$ cat src/rtl/spim_pkg.sv
package spim_pkg;
  typedef enum logic [1:0] {
    XM_DUPLEX = 2'd0,
    XM_TXONLY = 2'd1,
    XM_RXONLY = 2'd2
  } xfer_mode_e;

  localparam logic [3:0] A_ENABLE = 4'd0;
  localparam logic [3:0] A_CTRL   = 4'd1;
  localparam logic [3:0] A_COUNT  = 4'd2;
  localparam logic [3:0] A_DIV    = 4'd3;
  localparam logic [3:0] A_SELECT = 4'd4;
  localparam logic [3:0] A_STATUS = 4'd5;
  localparam logic [3:0] A_RXLVL  = 4'd6;
  localparam logic [3:0] A_TXDATA = 4'd7;
  localparam logic [3:0] A_RXDATA = 4'd8;
endpackage

$ cat src/rtl/spim_fifo.sv
module spim_fifo #(
  parameter int W     = 8,
  parameter int DEPTH = 32,
  localparam int AW   = $clog2(DEPTH),
  localparam int LW   = AW + 1
) (
  input  logic          clk,
  input  logic          rst,
  input  logic          push,
  input  logic [W-1:0]  din,
  input  logic          pop,
  input  logic          pop2,
  output logic [W-1:0]  head0,
  output logic [W-1:0]  head1,
  output logic [LW-1:0] level,
  output logic          full,
  output logic          empty
);
  logic [W-1:0]  mem [DEPTH];
  logic [AW-1:0] wr_ptr, rd_ptr;
  logic          push_ok;
  logic [1:0]    pop_n;

  assign full    = (level == LW'(DEPTH));
  assign empty   = (level == '0);
  assign push_ok = push && !full;
  assign head0   = mem[rd_ptr];
  assign head1   = mem[rd_ptr + AW'(1)];

  always_comb begin
    pop_n = 2'd0;
    if (pop && !empty) pop_n = (pop2 && level >= LW'(2)) ? 2'd2 : 2'd1;
  end

  always_ff @(posedge clk) begin
    if (push_ok) mem[wr_ptr] <= din;
  end

  always_ff @(posedge clk) begin
    if (rst) begin
      wr_ptr <= '0;
      rd_ptr <= '0;
      level  <= '0;
    end else begin
      if (push_ok) wr_ptr <= wr_ptr + AW'(1);
      rd_ptr <= rd_ptr + AW'(pop_n);
      level  <= level + LW'(push_ok) - LW'(pop_n);
    end
  end

  assert_level_bound_R9: assert property (@(posedge clk) disable iff (rst)
    level <= LW'(DEPTH));
  assert_full_drop_R9: assert property (@(posedge clk) disable iff (rst)
    (push && full && !pop) |=> (level == $past(level)));
endmodule

$ cat src/rtl/spim_shifter.sv
module spim_shifter
  import spim_pkg::*;
#(
  parameter int DIV_W = 16,
  parameter int CNT_W = 16
) (
  input  logic             clk,
  input  logic             rst,
  input  logic             run,
  input  logic             start,
  input  xfer_mode_e       mode,
  input  logic [DIV_W-1:0] div,
  input  logic [CNT_W-1:0] frames_m1,
  input  logic [1:0]       smp_dly,
  input  logic             miso,
  input  logic             tx_empty,
  input  logic [7:0]       tx_data,
  output logic             tx_pop,
  output logic             rx_push,
  output logic [7:0]       rx_byte,
  output logic             sclk,
  output logic             mosi,
  output logic             busy
);
  typedef enum logic [2:0] {S_IDLE, S_LEAD, S_FETCH, S_LOW, S_HIGH, S_DRAIN} st_e;

  st_e              state;
  logic [DIV_W-1:0] tmr, half_m1, lead_m1;
  logic [CNT_W-1:0] left;
  logic [2:0]       bit_idx, rx_bits;
  logic [7:0]       sh;
  logic [6:0]       rx_sh;
  logic [3:0]       evt;
  logic             need_tx, take;

  assign need_tx = (mode != XM_RXONLY);
  assign half_m1 = ((div >> 1) == '0) ? '0 : (div >> 1) - DIV_W'(1);
  assign lead_m1 = (div == '0) ? '0 : div - DIV_W'(1);
  assign tx_pop  = (state == S_FETCH) && need_tx && !tx_empty;
  assign take    = evt[smp_dly];

  always_ff @(posedge clk) begin
    if (rst || !run) begin
      state <= S_IDLE; tmr <= '0; left <= '0; bit_idx <= '0;
      sh <= '0; sclk <= 1'b0; mosi <= 1'b0; busy <= 1'b0;
    end else begin
      case (state)
        S_IDLE: if (start) begin
          state <= S_LEAD; tmr <= lead_m1; left <= frames_m1; busy <= 1'b1;
        end
        S_LEAD: if (tmr == '0) state <= S_FETCH; else tmr <= tmr - DIV_W'(1);
        S_FETCH: if (!(need_tx && tx_empty)) begin
          sh      <= need_tx ? tx_data : 8'h00;
          mosi    <= need_tx ? tx_data[7] : 1'b0;
          bit_idx <= 3'd7;
          tmr     <= half_m1;
          state   <= S_LOW;
        end
        S_LOW: if (tmr == '0) begin
          sclk <= 1'b1; tmr <= half_m1; state <= S_HIGH;
        end else tmr <= tmr - DIV_W'(1);
        S_HIGH: if (tmr == '0) begin
          sclk <= 1'b0;
          if (bit_idx == 3'd0) begin
            if (left == '0) begin
              state <= S_DRAIN; tmr <= DIV_W'(4);
            end else begin
              left <= left - CNT_W'(1); state <= S_FETCH;
            end
          end else begin
            bit_idx <= bit_idx - 3'd1;
            sh      <= {sh[6:0], 1'b0};
            mosi    <= sh[6];
            tmr     <= half_m1;
            state   <= S_LOW;
          end
        end else tmr <= tmr - DIV_W'(1);
        S_DRAIN: if (tmr == '0) begin
          state <= S_IDLE; busy <= 1'b0;
        end else tmr <= tmr - DIV_W'(1);
        default: state <= S_IDLE;
      endcase
    end
  end

  // Receive path: a rising-edge event delayed by the sample delay picks the MISO instant.
  always_ff @(posedge clk) begin
    if (rst || !run) begin
      evt <= '0; rx_bits <= '0; rx_sh <= '0; rx_push <= 1'b0; rx_byte <= '0;
    end else begin
      evt     <= {evt[2:0], (state == S_LOW) && (tmr == '0)};
      rx_push <= 1'b0;
      if (start) rx_bits <= '0;
      else if (take) begin
        rx_sh   <= {rx_sh[5:0], miso};
        rx_bits <= rx_bits + 3'd1;
        if (rx_bits == 3'd7) begin
          rx_push <= (mode != XM_TXONLY);
          rx_byte <= {rx_sh, miso};
        end
      end
    end
  end

  assert_rise_busy_R10: assert property (@(posedge clk) disable iff (rst)
    $rose(sclk) |-> busy);
  assert_mosi_hold_R2: assert property (@(posedge clk) disable iff (rst)
    (sclk && $past(sclk)) |-> $stable(mosi));
  assert_stall_idle_R7: assert property (@(posedge clk) disable iff (rst)
    (run && state == S_FETCH && need_tx && tx_empty) |=> (!sclk && busy));
  assert_rxonly_mosi_R6: assert property (@(posedge clk) disable iff (rst)
    (run && busy && mode == XM_RXONLY && $past(mode) == XM_RXONLY) |-> !mosi);
endmodule

$ cat src/rtl/spim_core.sv
module spim_core
  import spim_pkg::*;
#(
  parameter int DIV_W      = 16,
  parameter int CNT_W      = 16,
  parameter int FIFO_DEPTH = 32,
  localparam int LW        = $clog2(FIFO_DEPTH) + 1
) (
  input  logic        clk,
  input  logic        rst,
  input  logic        bus_wr,
  input  logic        bus_rd,
  input  logic [3:0]  bus_addr,
  input  logic [31:0] bus_wdata,
  output logic [31:0] bus_rdata,
  output logic        sclk,
  output logic        mosi,
  input  logic        miso,
  output logic        ss_n
);
  logic             enable_q, start_q, byte_acc;
  xfer_mode_e       mode_q;
  logic [1:0]       dly_q;
  logic [DIV_W-1:0] div_q;
  logic [CNT_W-1:0] cnt_q;
  logic             cfg_open, wr_en;

  logic             tx_pop, tx_full, tx_empty;
  logic [7:0]       tx_head, tx_unused;
  logic [LW-1:0]    tx_level;
  logic             rx_push, rx_pop, rx_full, rx_empty;
  logic [7:0]       rx_byte, rx_h0, rx_h1;
  logic [LW-1:0]    rx_level;
  logic             busy;

  assign cfg_open = !enable_q;
  assign wr_en    = bus_wr && bus_addr == A_ENABLE;
  assign rx_pop   = bus_rd && bus_addr == A_RXDATA;

  always_ff @(posedge clk) begin
    if (rst) begin
      enable_q <= 1'b0; start_q <= 1'b0; byte_acc <= 1'b1; mode_q <= XM_DUPLEX;
      dly_q <= '0; div_q <= DIV_W'(2); cnt_q <= '0; ss_n <= 1'b1;
    end else begin
      start_q <= wr_en && bus_wdata[0] && !enable_q;
      if (wr_en) enable_q <= bus_wdata[0];
      if (bus_wr && bus_addr == A_SELECT) ss_n <= !bus_wdata[0];
      if (bus_wr && cfg_open) begin
        if (bus_addr == A_CTRL) begin
          mode_q   <= xfer_mode_e'(bus_wdata[1:0]);
          byte_acc <= bus_wdata[2];
          dly_q    <= bus_wdata[4:3];
        end
        if (bus_addr == A_COUNT) cnt_q <= bus_wdata[CNT_W-1:0];
        if (bus_addr == A_DIV)   div_q <= bus_wdata[DIV_W-1:0];
      end
    end
  end

  always_ff @(posedge clk) begin
    if (rst) bus_rdata <= '0;
    else if (bus_rd) begin
      case (bus_addr)
        A_ENABLE: bus_rdata <= 32'(enable_q);
        A_CTRL:   bus_rdata <= 32'({dly_q, byte_acc, mode_q});
        A_COUNT:  bus_rdata <= 32'(cnt_q);
        A_DIV:    bus_rdata <= 32'(div_q);
        A_SELECT: bus_rdata <= 32'(!ss_n);
        A_STATUS: bus_rdata <= 32'({rx_empty, tx_full, busy});
        A_RXLVL:  bus_rdata <= 32'(rx_level);
        A_RXDATA: bus_rdata <= rx_empty ? 32'd0 :
                   (!byte_acc && rx_level >= LW'(2)) ? 32'({rx_h1, rx_h0}) : 32'(rx_h0);
        default:  bus_rdata <= '0;
      endcase
    end
  end

  spim_fifo #(.W(8), .DEPTH(FIFO_DEPTH)) u_txq (
    .clk(clk), .rst(rst), .push(bus_wr && bus_addr == A_TXDATA), .din(bus_wdata[7:0]),
    .pop(tx_pop), .pop2(1'b0), .head0(tx_head), .head1(tx_unused),
    .level(tx_level), .full(tx_full), .empty(tx_empty));

  spim_fifo #(.W(8), .DEPTH(FIFO_DEPTH)) u_rxq (
    .clk(clk), .rst(rst), .push(rx_push), .din(rx_byte),
    .pop(rx_pop), .pop2(!byte_acc), .head0(rx_h0), .head1(rx_h1),
    .level(rx_level), .full(rx_full), .empty(rx_empty));

  spim_shifter #(.DIV_W(DIV_W), .CNT_W(CNT_W)) u_shift (
    .clk(clk), .rst(rst), .run(enable_q), .start(start_q), .mode(mode_q),
    .div(div_q), .frames_m1(cnt_q), .smp_dly(dly_q), .miso(miso),
    .tx_empty(tx_empty), .tx_data(tx_head), .tx_pop(tx_pop),
    .rx_push(rx_push), .rx_byte(rx_byte), .sclk(sclk), .mosi(mosi), .busy(busy));

  assert_idle_clock_R2: assert property (@(posedge clk) disable iff (rst)
    !busy |-> !sclk);
  assert_cfg_frozen_R3: assert property (@(posedge clk) disable iff (rst)
    (enable_q && $past(enable_q)) |-> ($stable(div_q) && $stable(cnt_q) && $stable(mode_q)));
  assert_select_direct_R11: assert property (@(posedge clk) disable iff (rst)
    (bus_wr && bus_addr == A_SELECT) |=> (ss_n == !$past(bus_wdata[0])));
  assert_txonly_norx_R5: assert property (@(posedge clk) disable iff (rst)
    (mode_q == XM_TXONLY && enable_q && $past(enable_q) && !rx_pop) |=> (rx_level <= $past(rx_level)));
endmodule

$ cat config.mk
export PLATFORM = sky130hd
export DESIGN_NAME = spim_core
export DESIGN_NICKNAME = d
export VERILOG_FILES = /design/src/rtl/spim_pkg.sv /design/src/rtl/spim_fifo.sv /design/src/rtl/spim_shifter.sv /design/src/rtl/spim_core.sv
export SDC_FILE = /design/constraint.sdc
export NUM_CORES = 1
export LEC_CHECK = 0
export BUFFER_PORTS_ARGS = -buffer_cell sky130_fd_sc_hd__buf_2
export CAP_MARGIN = 20
export CORE_ASPECT_RATIO = 0.6
export CORE_UTILIZATION = 60
export DETAILED_ROUTE_END_ITERATION = 16
export PLACE_DENSITY_LB_ADDON = 0.05
export SYNTH_ARGS = -nofsm -noshare
export SYNTH_HDL_FRONTEND = slang
export SYNTH_SLANG_ARGS = --single-unit
$ cat constraint.sdc
create_clock -name clk -period 4.5 [get_ports clk]
set_input_delay 0.675 -clock clk [delete_from_list [all_inputs] [get_ports clk]]
set_output_delay 0.675 -clock clk [all_outputs]
set_load 0.1 [all_outputs]
* After elaboration in Yosys (flattened, before gate mapping)
Memory sizes are Yosys's and may differ from the RTL's. A register that Yosys moved wholly into a read port is not among the register bits.
Cells that the tools add are included.
** Storage, ports and cells
- Memories :: 2
- Output and inout port bits :: 35
- Bits in writable memories :: 512
- Bits of input ports :: 41
- Flip-flop bits (word level) :: 175
** Cells by class
- Reductions and logical operators :: 53
- Mux-type cells :: 57
- Equality and inequality tests :: 29
- Order comparisons :: 2
- Add/sub/neg operators :: 15
- Bitwise operators :: 3
** Memories
- u_rxq.mem :: words 32, width 8, rd ports 2, clocked after memory_dff 1, wr ports 1, RTL line spim_fifo.sv:19 : logic [W-1:0] mem [DEPTH];
- u_txq.mem :: words 32, width 8, rd ports 1, clocked after memory_dff 1, wr ports 1, RTL line spim_fifo.sv:19
** Operators by type and width (count)
- 2-to-1 mux 16 bit :: 15
- one-hot mux 16 bit (8 select lines) :: 1
- one-hot mux 16 bit (5 select lines) :: 1
- zero test 16 bit :: 4
- subtractor 16 x 1 -> 16 bit, second input constant :: 3
- 2-to-1 mux 3 bit :: 11
- one-hot mux 16 bit (2 select lines) :: 1
- 2-to-1 mux 7 bit :: 4
- one-hot mux 3 bit (6 select lines) :: 1
- == test 4 x 3 -> 1 bit, second input constant :: 4
- logical AND 1 bit :: 16
- subtractor 15 x 1 -> 16 bit, second input constant :: 1
- adder 5 x 1 -> 5 bit, second input constant :: 3
- one-hot mux 7 bit (2 select lines) :: 1
- 2-to-1 mux 1 bit :: 13
- adder 6 x 1 -> 6 bit :: 2
- == test 6 bit, second input constant :: 2
- zero test 6 bit :: 2
- inequality test 2 x 1 -> 1 bit, second input constant :: 6
- inequality test 2 bit, second input constant :: 6
- 2-to-1 mux 5 bit :: 2
- AND reduction 5 bit :: 2
- == test 3 bit, second input constant :: 3
- AND reduction 3 bit :: 3
- other kinds (30) :: 52

* Depth between registers and ports, before layout
- Depth in word-level cells :: 7
- Mapped depth :: 20
- Depth with buffers taken out :: 18

* Cells and area by module
A second synthesis with hierarchy kept.
** Unflattened totals
- Cells, all modules :: 2341
- Area, all modules :: 33475.9 um^2
** Modules (own cells, without submodules)
- spim_fifo (u_txq) :: area each 13108.8 um^2, instances 1, cells each 702
- spim_fifo (u_rxq) :: area each 13105.1 um^2, instances 1, cells each 703
- spim_shifter :: area each 4528.1 um^2, instances 1, cells each 608
- spim_core :: area each 2733.9 um^2, instances 1, cells each 328

* Worst setup path after synthesis
No wires, ideal clock.
- Path type :: register -> register
- Start :: register, netlist name u_shift.tmr[0]
- End :: register u_txq.level[4]
- Data required time :: 4.372 ns
- Setup time :: 0.128 ns
- Slack :: 1.068 ns
- Period minus slack after synthesis :: 3.432 ns
- Cell stages (with the launch flop) :: 21
- Arrival time :: 3.304 ns
- Buffers on the path :: 2
- Cell sequence :: dfxtp_1 -> inv_1 -> ha_1 -> nor4b_1 -> and4_1 -> buf_2 -> a31oi_1 -> nor3_2 -> buf_2 -> and2_1 -> ha_1 -> inv_1 -> ha_1 -> inv_1 -> fa_1 -> inv_1 -> a21oi_1 -> nor2_1 -> nor2_1 -> xor2_1 -> nor2_1
** RTL lines
- end signal, assigned :: RTL line spim_fifo.sv:47 : level <= level + LW'(push_ok) - LW'(pop_n);
- end, declared :: RTL line spim_fifo.sv:15 : output logic [LW-1:0] level,

==> results.md <==
* CTS tree: built
* CTS H-tree depth at 2
* Critical Path RT at 4.99 ns
* HP Start: bus_wdata[10]
* Main flop type after synthesis: edfxtp_1
* Achievable Freq at 269 MHz
* Chip width at 294 microns
* Grt ovf at 0
* Crit path launch type: flip-flop
* Synth warn at 0
* Final Max Slew Viols at 0
* Netlist cell types at 80
* Flops & latches, synth at ~670
* Main combinational cell family by area after synthesis: multiplexers
* Die H at 177 microns
* Post-synthesis xor/xnor area fraction at 0.0137
* Final hold vios at 0
* Postcts setup bufs at 0
* GP Congestion at 0.889
* Yosys top cell area share at 0.500
* Post-layout min period at 3.72 ns
* Worst Skew at ~0.025 ns
* CTS clk-pin slew, worst paths at 0.07 ns
* R2r setup slk at 0.78 ns
* Register area share after synthesis at 0.604
* CTS sink count at 671
* Max clock buf depth at 3
* RR Endpoint: u_txq.level[4]
* Clock Latency Late Sink at 0.62 ns
* CP max FO at 12
* Post-synthesis instance total at 2,185
* Cts hold-fix bufs at 0
* Commonest non-fill, non-tap cell in the layout: edfxtp_1
* Fillers at 3,589
* Slew HR at 0.260
* Drt wl/cell at 27.3 microns
* Max_cap viols at 0
* Number of I/O pins at between 70 and 80
* Crit-path max cell delay at 0.55 ns
* Crit share post-route at 0.826
* Sum Neg Setup Slack at 0 ns
* Largest net degree at the start of global routing at 66
* Post-synthesis mux area share at 0.164
* Reg2reg start: u_shift.tmr[0]
* Ranking of synthesized cells by area: edfxtp_1 50%, mux4_2 14%, dfxtp_1 10%, nand2_1 2.2%, a21oi_1 2.1%
* DP HPWL at 54.5 mm
* Router iterations before antenna repair at 6
* DRT Wirelength at 79.9 mm
* Post-Synth Simple-Gate Area at 0.0860
* # nets final at 2,277
* Status: finished, final reports clean
* Share of layout cells above drive strength 1 at 0.185
* Row count at 63
* Most used cell, CP: inv_1
* Unrepaired setup endpoints after global routing: no
* 1st-iter DRT viols at 2,497
* Post-synthesis adder-cell area fraction at 0.0194
* Inserted Clock Buffers at 59
* Full die area at 52,200 sq um
* Remaining DRCs at 0
* Max VDD drop at 0.320 mV
* Worst min path class: primary input to flip-flop
* Final ANT Viol Nets at 0
* Register area at approximately 19,000 sq um
* Core Box Area at about 50,000 sq um
* Cell Chain, Critical Path: inv_1 > ha_1 > nor4b_1 > and4_1 > buf_4 > a31oi_1 > nor3_2 > and2_1 > ha_1 > inv_1 > ha_1 > inv_1 > fa_1 > inv_1 > a21oi_1 > nor2_1 > nor2_1 > xor2_1 > nor2_1
* Slowest-stage cell, CP: nor4b_1
* Util after Layout at 0.672
* Commonest non-fill, non-tap cells in the layout: 512 x edfxtp_1, 187 x mux4_2, 181 x nand2_1
* Initial Util at 0.615
* Setup crit end kind: flip-flop
* R2R cell count at 19
* DR vias/cell at 6.75
* Async SR Flop Fraction at 0
* Compound-Gate Fraction of Synth Area at 0.0835
* Initial antenna violation count at 2
* Critical Path Start: u_shift.tmr[0]
* Lkg Pwr at 9.77 nW
* Multi-input logic area at ~11,000 sq um
* Worst Tran Pin Value at 1.11 ns
* Final setup vio count at 0
* P&R area growth vs syn at 9.17%
* Netlist Area Pre-Place at around 31,000 sq um
* Buffers on Ports at 43
* Crit path DAT at about 4.2 ns
* Vias at 19,700
* Root Driver: clkbuf_16
* Pwr dens at 360 nW/um^2
* Post_cts resized at 0
* Worst Setup EP: u_txq.level[4]
* Total GRT Usage at 0.311
* Post-synth top area cell: edfxtp_1
* Post-synth EDFFs at about 510
* Synth Area per Inst at ~14 sq um
* CP Class: flip-flop to flip-flop
* Number of global-route vias before repair at between 15,000 and 20,000
* First-pass GRT wire length at 118 mm
synthesized netlist by cell type (17+ instances only):
master and n:
xor2_1 26, dfxtp_1 159, a21oi_1 128, nor2_1 170, mux2_2 17, mux2i_1 64
buf_4 21, nand3_1 31, a22oi_1 28, nor2b_1 39, a211oi_1 37, mux4_2 187
o22ai_1 24, clkbuf_1 86, buf_2 40, nor3_1 24, ha_1 43, edfxtp_1 512
inv_1 44, o21ai_0 53, nand2_1 182, xnor2_1 22
logic make-up (layout without fill, tap and decap cells):
family / after synthesis / after routing
other cells: 1 / 17
compound gates: 392 / 392
mux: 268 / 268
flops: 671 / 671
buf+inv: 205 / 245
fa+ha+maj: 46 / 46
xor+xnor: 48 / 48
simple gates: 554 / 554
area by class of cell:
type                    count  area share
repair buffers             87      0.0207
multi-input cells        1324       0.339
flip-flops and latches    671       0.553
well taps                 682      0.0254
diodes                      1   0.0000745
clock buffers              78      0.0473
inverters                  47     0.00526
clock inverters            33     0.00913
state kept, by name, summed over array words and instances, names as in the netlist, 4 cells and up:
register and count:
u_rxq.mem 256, u_txq.mem 256, bus_rdata 16, cnt_q 16
div_q 16, u_shift.left 16, u_shift.tmr 16, u_shift.rx_byte 8
u_shift.rx_sh 7, u_shift.sh 7, u_rxq.level 6, u_txq.level 6
u_rxq.rd_ptr 5, u_rxq.wr_ptr 5, u_txq.rd_ptr 5, u_txq.wr_ptr 5
u_shift.evt 4
worst min-delay path by stage:
stage	cells past startpoint	end
CTS	3	div_q[10]
finish	3	div_q[10]
global placement	1	u_shift.evt[3]
detailed placement	1	u_shift.evt[3]
global route	3	div_q[9]
floorplan	1	u_shift.evt[3]
stage by stage:
stage,total power [mW],cells,setup WS [ns],area [sq um],hold WS [ns]
after floorplan,7.09,2200,1.07,30800,0.424
after global placement,7.20,2805,0.775,31500,0.439
after detailed placement,7.20,2807,0.758,31600,0.439
after CTS,12.1,2918,0.813,33500,0.283
after global routing,12.4,2923,0.499,33600,0.290
final,12.1,2923,0.781,33600,0.306
where the power goes:
| group | total, mW | internal (mW) | switching (mW) |
|---|---|---|---|
| combinational | 0.417 | 0.126 | 0.291 |
| clock | 5.01 | 2.72 | 2.29 |
| sequential | 6.66 | 6.63 | 0.0260 |
per-layer routing:
metal | vias to the layer above | share of wire | GRT usage
met5 | - | 0 | 0
met3 | 81 | 0.13 | 0.106
met4 | 0 | 0.013 | 0.0525
met1 | 10100 | 0.44 | 0.498
li1 | 8481 | - | -
met2 | 1052 | 0.41 | 0.410
critical path: cells and delay by family, from the launching register on:
kind / cells / cell delay, ns
buffers and inverters: 5 / 0.51
XOR/XNOR: 1 / 0.12
flip-flops: 1 / 0.31
adder cells (fa/ha/maj): 4 / 0.99
AND/OR/NAND/NOR: 7 / 1.49
AO/OA/AOI/OAI: 2 / 0.22
Power figures use the tool's default switching activity.
